### src/rtl/tflag_alu_pkg.sv
package tflag_alu_pkg;
   localparam int OP_W   = 4;
   localparam int BYTE_W = 8;

   typedef enum logic [OP_W-1:0] {
      OP_NEG   = 4'd0,
      OP_NEGC  = 4'd1,
      OP_SUB   = 4'd2,
      OP_SUBC  = 4'd3,
      OP_SUBV  = 4'd4,
      OP_NOT   = 4'd5,
      OP_AND   = 4'd6,
      OP_OR    = 4'd7,
      OP_XOR   = 4'd8,
      OP_SWAPB = 4'd9,
      OP_SWAPW = 4'd10,
      OP_XTRCT = 4'd11,
      OP_TST   = 4'd12,
      OP_TSTI  = 4'd13,
      OP_ORI   = 4'd14,
      OP_TAS   = 4'd15
   } op_e;
endpackage

### src/rtl/tfa_sub_unit.sv
module tfa_sub_unit
   import tflag_alu_pkg::*;
#(
   parameter int DATA_W = 32
) (
   input  op_e               op,
   input  logic [DATA_W-1:0] rn,
   input  logic [DATA_W-1:0] rm,
   input  logic              t_in,
   output logic [DATA_W-1:0] res,
   output logic              t_out
);
   localparam int MSB = DATA_W - 1;

   logic [DATA_W-1:0] t_ext;
   logic [DATA_W-1:0] tmp;

   assign t_ext = {{(DATA_W-1){1'b0}}, t_in};

   always_comb begin
      tmp   = '0;
      res   = rn;
      t_out = t_in;
      unique case (op)
         OP_NEG: res = '0 - rm;
         OP_SUB: res = rn - rm;
         OP_SUBC: begin
            tmp   = rn - t_ext;
            res   = tmp - rm;
            t_out = (tmp > rn) | (res > tmp);
         end
         OP_NEGC: begin
            tmp   = '0 - t_ext;
            res   = tmp - rm;
            t_out = (tmp != '0) | (res > tmp);
         end
         OP_SUBV: begin
            res   = rn - rm;
            t_out = (rn[MSB] ^ rm[MSB]) & (res[MSB] ^ rn[MSB]);
         end
         default: begin
            res   = rn;
            t_out = t_in;
         end
      endcase
   end
endmodule

### src/rtl/tfa_perm_unit.sv
module tfa_perm_unit
   import tflag_alu_pkg::*;
#(
   parameter int DATA_W = 32
) (
   input  op_e               op,
   input  logic [DATA_W-1:0] rn,
   input  logic [DATA_W-1:0] rm,
   output logic [DATA_W-1:0] res
);
   localparam int HALF = DATA_W / 2;

   logic [DATA_W-1:0] swap_h;
   logic [DATA_W-1:0] swap_b;
   logic [DATA_W-1:0] extr;

   for (genvar i = 0; i < HALF; i++) begin : g_half
      assign swap_h[i]      = rm[i+HALF];
      assign swap_h[i+HALF] = rm[i];
   end

   for (genvar k = 0; k < BYTE_W; k++) begin : g_lane
      assign swap_b[k]        = rm[k+BYTE_W];
      assign swap_b[k+BYTE_W] = rm[k];
   end
   assign swap_b[DATA_W-1:2*BYTE_W] = rm[DATA_W-1:2*BYTE_W];

   assign extr = {rm[HALF-1:0], rn[DATA_W-1:HALF]};

   always_comb begin
      unique case (op)
         OP_SWAPB: res = swap_b;
         OP_SWAPW: res = swap_h;
         OP_XTRCT: res = extr;
         default:  res = rn;
      endcase
   end
endmodule

### src/rtl/tfa_logic_unit.sv
module tfa_logic_unit
   import tflag_alu_pkg::*;
#(
   parameter int DATA_W = 32,
   parameter int IMM_W  = 8
) (
   input  op_e               op,
   input  logic [DATA_W-1:0] rn,
   input  logic [DATA_W-1:0] rm,
   input  logic [IMM_W-1:0]  imm,
   input  logic              t_in,
   output logic [DATA_W-1:0] res,
   output logic              t_out
);
   logic [DATA_W-1:0] imm_z;

   assign imm_z = {{(DATA_W-IMM_W){1'b0}}, imm};

   always_comb begin
      res   = rn;
      t_out = t_in;
      unique case (op)
         OP_NOT:  res = ~rm;
         OP_AND:  res = rn & rm;
         OP_OR:   res = rn | rm;
         OP_XOR:  res = rn ^ rm;
         OP_ORI:  res = rn | imm_z;
         OP_TST:  t_out = ((rn & rm) == '0);
         OP_TSTI: t_out = ((rn & imm_z) == '0);
         default: begin
            res   = rn;
            t_out = t_in;
         end
      endcase
   end
endmodule

### src/rtl/tfa_tas_unit.sv
module tfa_tas_unit
   import tflag_alu_pkg::*;
(
   input  logic [BYTE_W-1:0] byte_in,
   output logic [BYTE_W-1:0] byte_out,
   output logic              zero
);
   assign byte_out = {1'b1, byte_in[BYTE_W-2:0]};
   assign zero     = (byte_in == '0);
endmodule

### src/rtl/tflag_alu.sv
module tflag_alu
   import tflag_alu_pkg::*;
#(
   parameter int DATA_W = 32,
   parameter int IMM_W  = 8
) (
   input  logic              clk,
   input  logic              rst,
   input  logic              valid_i,
   input  logic [OP_W-1:0]   op_i,
   input  logic [DATA_W-1:0] rn_i,
   input  logic [DATA_W-1:0] rm_i,
   input  logic [IMM_W-1:0]  imm_i,
   input  logic [BYTE_W-1:0] tas_byte_i,
   output logic [DATA_W-1:0] result_o,
   output logic              t_next_o,
   output logic              t_o,
   output logic [BYTE_W-1:0] tas_byte_o,
   output logic              tas_t_o
);
   if (DATA_W < 32 || (DATA_W % 16) != 0) begin : g_bad_width
      $error("tflag_alu: DATA_W must be a multiple of 16 and at least 32");
   end
   if (IMM_W < 1 || IMM_W >= DATA_W) begin : g_bad_imm
      $error("tflag_alu: IMM_W must lie between 1 and DATA_W-1");
   end

   op_e               op_s;
   logic [DATA_W-1:0] sub_res, perm_res, logic_res;
   logic              sub_t, logic_t, tas_zero;
   logic              t_q;

   assign op_s = op_e'(op_i);

   tfa_sub_unit #(.DATA_W(DATA_W)) u_sub (
      .op(op_s), .rn(rn_i), .rm(rm_i), .t_in(t_q),
      .res(sub_res), .t_out(sub_t)
   );

   tfa_perm_unit #(.DATA_W(DATA_W)) u_perm (
      .op(op_s), .rn(rn_i), .rm(rm_i), .res(perm_res)
   );

   tfa_logic_unit #(.DATA_W(DATA_W), .IMM_W(IMM_W)) u_logic (
      .op(op_s), .rn(rn_i), .rm(rm_i), .imm(imm_i), .t_in(t_q),
      .res(logic_res), .t_out(logic_t)
   );

   tfa_tas_unit u_tas (
      .byte_in(tas_byte_i), .byte_out(tas_byte_o), .zero(tas_zero)
   );

   always_comb begin
      unique case (op_s)
         OP_NEG, OP_NEGC, OP_SUB, OP_SUBC, OP_SUBV: begin
            result_o = sub_res;
            t_next_o = sub_t;
         end
         OP_SWAPB, OP_SWAPW, OP_XTRCT: begin
            result_o = perm_res;
            t_next_o = t_q;
         end
         OP_TAS: begin
            result_o = rn_i;
            t_next_o = tas_zero;
         end
         default: begin
            result_o = logic_res;
            t_next_o = logic_t;
         end
      endcase
   end

   always_ff @(posedge clk) begin
      if (rst)          t_q <= 1'b0;
      else if (valid_i) t_q <= t_next_o;
   end

   assign t_o     = t_q;
   assign tas_t_o = tas_zero;
endmodule

### config.mk
export PLATFORM = sky130hd
export DESIGN_NAME = tflag_alu
export DESIGN_NICKNAME = d
export VERILOG_FILES = /design/src/rtl/tflag_alu_pkg.sv /design/src/rtl/tfa_sub_unit.sv /design/src/rtl/tfa_perm_unit.sv /design/src/rtl/tfa_logic_unit.sv /design/src/rtl/tfa_tas_unit.sv /design/src/rtl/tflag_alu.sv
export SDC_FILE = /design/constraint.sdc
export NUM_CORES = 1
export LEC_CHECK = 0
export CORE_ASPECT_RATIO = 2
export CORE_MARGIN = 5
export CORE_UTILIZATION = 45
export DETAILED_ROUTE_END_ITERATION = 8
export GPL_TIMING_DRIVEN = 0
export PLACE_DENSITY = 0.68
export REMOVE_ABC_BUFFERS = 1
export SLEW_MARGIN = 10
export SYNTH_ARGS = -nofsm -noshare
export SYNTH_HDL_FRONTEND = slang
export SYNTH_SLANG_ARGS = --single-unit
### constraint.sdc
create_clock -name clk -period 9.6 [get_ports clk]
set_clock_uncertainty 0.2 [all_clocks]
set_input_delay 1.92 -clock clk [delete_from_list [all_inputs] [get_ports clk]]
set_output_delay 1.92 -clock clk [all_outputs]
set_load 0.03 [all_outputs]
==> metrics.yaml <==
run_status:
  run_status: "finished with violations"
  violations: "capacitance limit, slew limit, setup timing"
finish:
  drive_gt1_share_pct: 11.16
  largest_register_ffs: 1
  design_area_um2: 14560
  post-route-util_pct: 55.18
  fin_nets: 2160
  area_growth_pct: 20.89
  num_antenna_cells: 0
logic_synthesis:
  syn_inst: 1733
  synth_warnings: 0
  syn_area_um2: 12040
  synth-seq-cells: 1
  synth_edf_count: 0
  synth_top_area_share_pct: 24.94
  yosysUniqueCellTypes: 84
  synth_top_area_cell: "ha_1"
  synth_ff_type: "dfxtp_1"
  syn_avg_cell_area_um2: 6.948
  ys_seq_area_share_pct: 0.1663
  synth_area_leaders: "ha_1 25%, xnor2_1 7.5%, a21oi_1 5.5%"
  synthArstFlopShare_pct: 0
worst_setup_path:
  arrival_ps: 8430
  critPathCaptureType: "output port"
  cp-start-kind: "primary input"
  startpoint: "rn_i[15]"
  ff2ff_setup_slack_ps: 2200
  critPathMaxFanout: 6
  timing.rr.start: "t_o"
  crit_type: "primary input to output port"
  required_ps: 7480
global_route:
  overflow: 0
  grt_pass1_wl_um: 90470
  grt_pass1_vias: 15050
  grt_max_degree: 34
  grt_usage_pct: 38.55
  antenna_found_initial: 0
floorplan:
  core_area_um2: 26380
  boundaryPins: 130
  die_y_um: 241.3
  die_x_um: 125.7
  fp.dieArea_um2: 30330
  rows: 84
  start_util_pct: 45.65
power:
  internal_power_mw: 0.4129
  p_sw_share_pct: 61.53
  pwr-share-seq_pct: 0.8
  pwr-share-clk_pct: 0
  p_leak_nw: 6.169
  p_comb_share_pct: 99.2
  power_density_nw_per_um2: 73.74
  p_switching_mw: 0.6604
  total_power_mw: 1.073
  ir_drop_mv: 0.04237
timing:
  hold_violations: 0
  setup_ws_ps: -950.1
  final.setup.tns_ps: -950.1
  tightestPinTransition_ps: 1530
  finalSetupViolCount: 1
  slew-limit-headroom_pct: -2.908
  fin_crit_sh_pct: 109.9
  rsz0062_at_grt: "true"
  finalMaxSlewViolations: 2
  period_needed_ps: 10550
  fmax_mhz: 94.79
placed_design:
  place.gp.congestion: 1.033
  placed_area_um2: 13590
  port_buffers: 128
  dp_hpwl_um: 48200
  dp_slack_ps: -4155
route:
  wirelength_um: 62050
  firstDrtPassIters: 8
  drc: 0
  wire_per_inst_um: 28.57
  vias_per_cell: 7.082
  vias: 15380
  dr.first_iter.drc_count: 1793
  postRouteAntennaNets: 0
hold_path:
  min-delay-start: "t_o"
  hp-class: "register to register"
cts:
  hold_buffers: 0
  clkTransAtPathRegs_ps: 0
  clkLatencyLatePin_ps: 0
job:
  cap_violations: 1
## worst max-delay path: stages
cell	delay, ps
dlygate4sd2_1	350
or4_4	640
nor3_4	330
buf_4	200
buf_4	130
nand4_4	100
xnor2_2	220
ha_1	420
nand3_4	130
nor2_4	140
nand2_1	110
o31ai_4	480
a31o_4	250
a21oi_1	70
o2bb2ai_1	160
a221o_1	300
ha_1	300
nand4_1	210
nor2_4	250
nand2_2	80
or3_4	480
nor4_4	310
nor2_1	70
o21ai_1	110
nand4_1	200
a31oi_1	200
nor2_1	60
buf_4	180
## power by group through the flow
| stage | combinational (mW) | sequential, mW | clock [mW] |
|---|---|---|---|
| finish | 1.06 | 0.00835 | 0 |
| detailed placement | 0.973 | 0.00806 | 0 |
| global route | 1.13 | 0.00840 | 0 |
| CTS | 1.01 | 0.00819 | 0 |
| floorplan | 0.606 | 0.00813 | 0 |
| global placement | 0.951 | 0.0101 | 0 |
## per-layer routing
layer | share of wire [%] | GRT usage (%)
met2 | 48 | 68.65
met4 | 12 | 32.40
met1 | 32 | 38.94
met3 | 8.5 | 6.509
met5 | 0 | 0
## kinds of logic after synthesis
kind of cell | synth area share (%)
AO/OA/AOI/OAI | 35.00
AND/OR/NAND/NOR | 20.82
adder cells (fa/ha/maj) | 25.44
buffers and inverters | 7.658
XOR/XNOR | 9.674
multiplexers | 1.216
other | 0.03114
flip-flops | 0.1663
## path summary, 6_finish.rpt
check,end,depth (start not counted)
setup / recovery,t_next_o,28
hold / removal,t_o,6
setup reg to reg,t_o,29
hold reg to reg,t_o,6
## cell usage after synthesis, drive strengths merged (33+ instances only)
cell and count:
a221oi 33, nand3 37, a21o 44, o21ai 104, nand2 128, nor2 138, a22oi 37, a21oi 133
nor3 41, xnor2 103, ha 240, inv 134, clkbuf 74
## final cells by class
type,instances,area [um2]
timing repair buffer,190,1802
sequential,1,21.27
tap,344,430.4
inverter,134,521.8
multi-input combinational,1503,11780
fill,2660,11820
## placed cells by master, fill, tap and decap left out, types with 31 or more instances in the layout
master / instances
a21o_1: 44
a221oi_1: 33
inv_1: 127
o21ai_0: 97
nor3_1: 31
clkdlybuf4s50_1: 101
a22oi_1: 37
nand2_1: 121
buf_4: 53
nor2_1: 127
xnor2_1: 97
ha_1: 227
nand3_1: 33
a21oi_1: 126
## stage by stage
| stage | hold WS, ps | instances |
|---|---|---|
| final | 1201 | 2172 |
| after global routing | 1211 | 2172 |
| after CTS | 1179 | 2154 |
| after detailed placement | 1154 | 2125 |
| after global placement | 1850 | 2110 |
| after floorplan | 1334 | 1638 |
## timing repair
action	4_1_cts	5_1_grt
buffers inserted	29	18
pin swaps	37	40
resized for setup	134	67
endpoints found under the setup margin	17	2
Power figures use the tool's default switching activity.
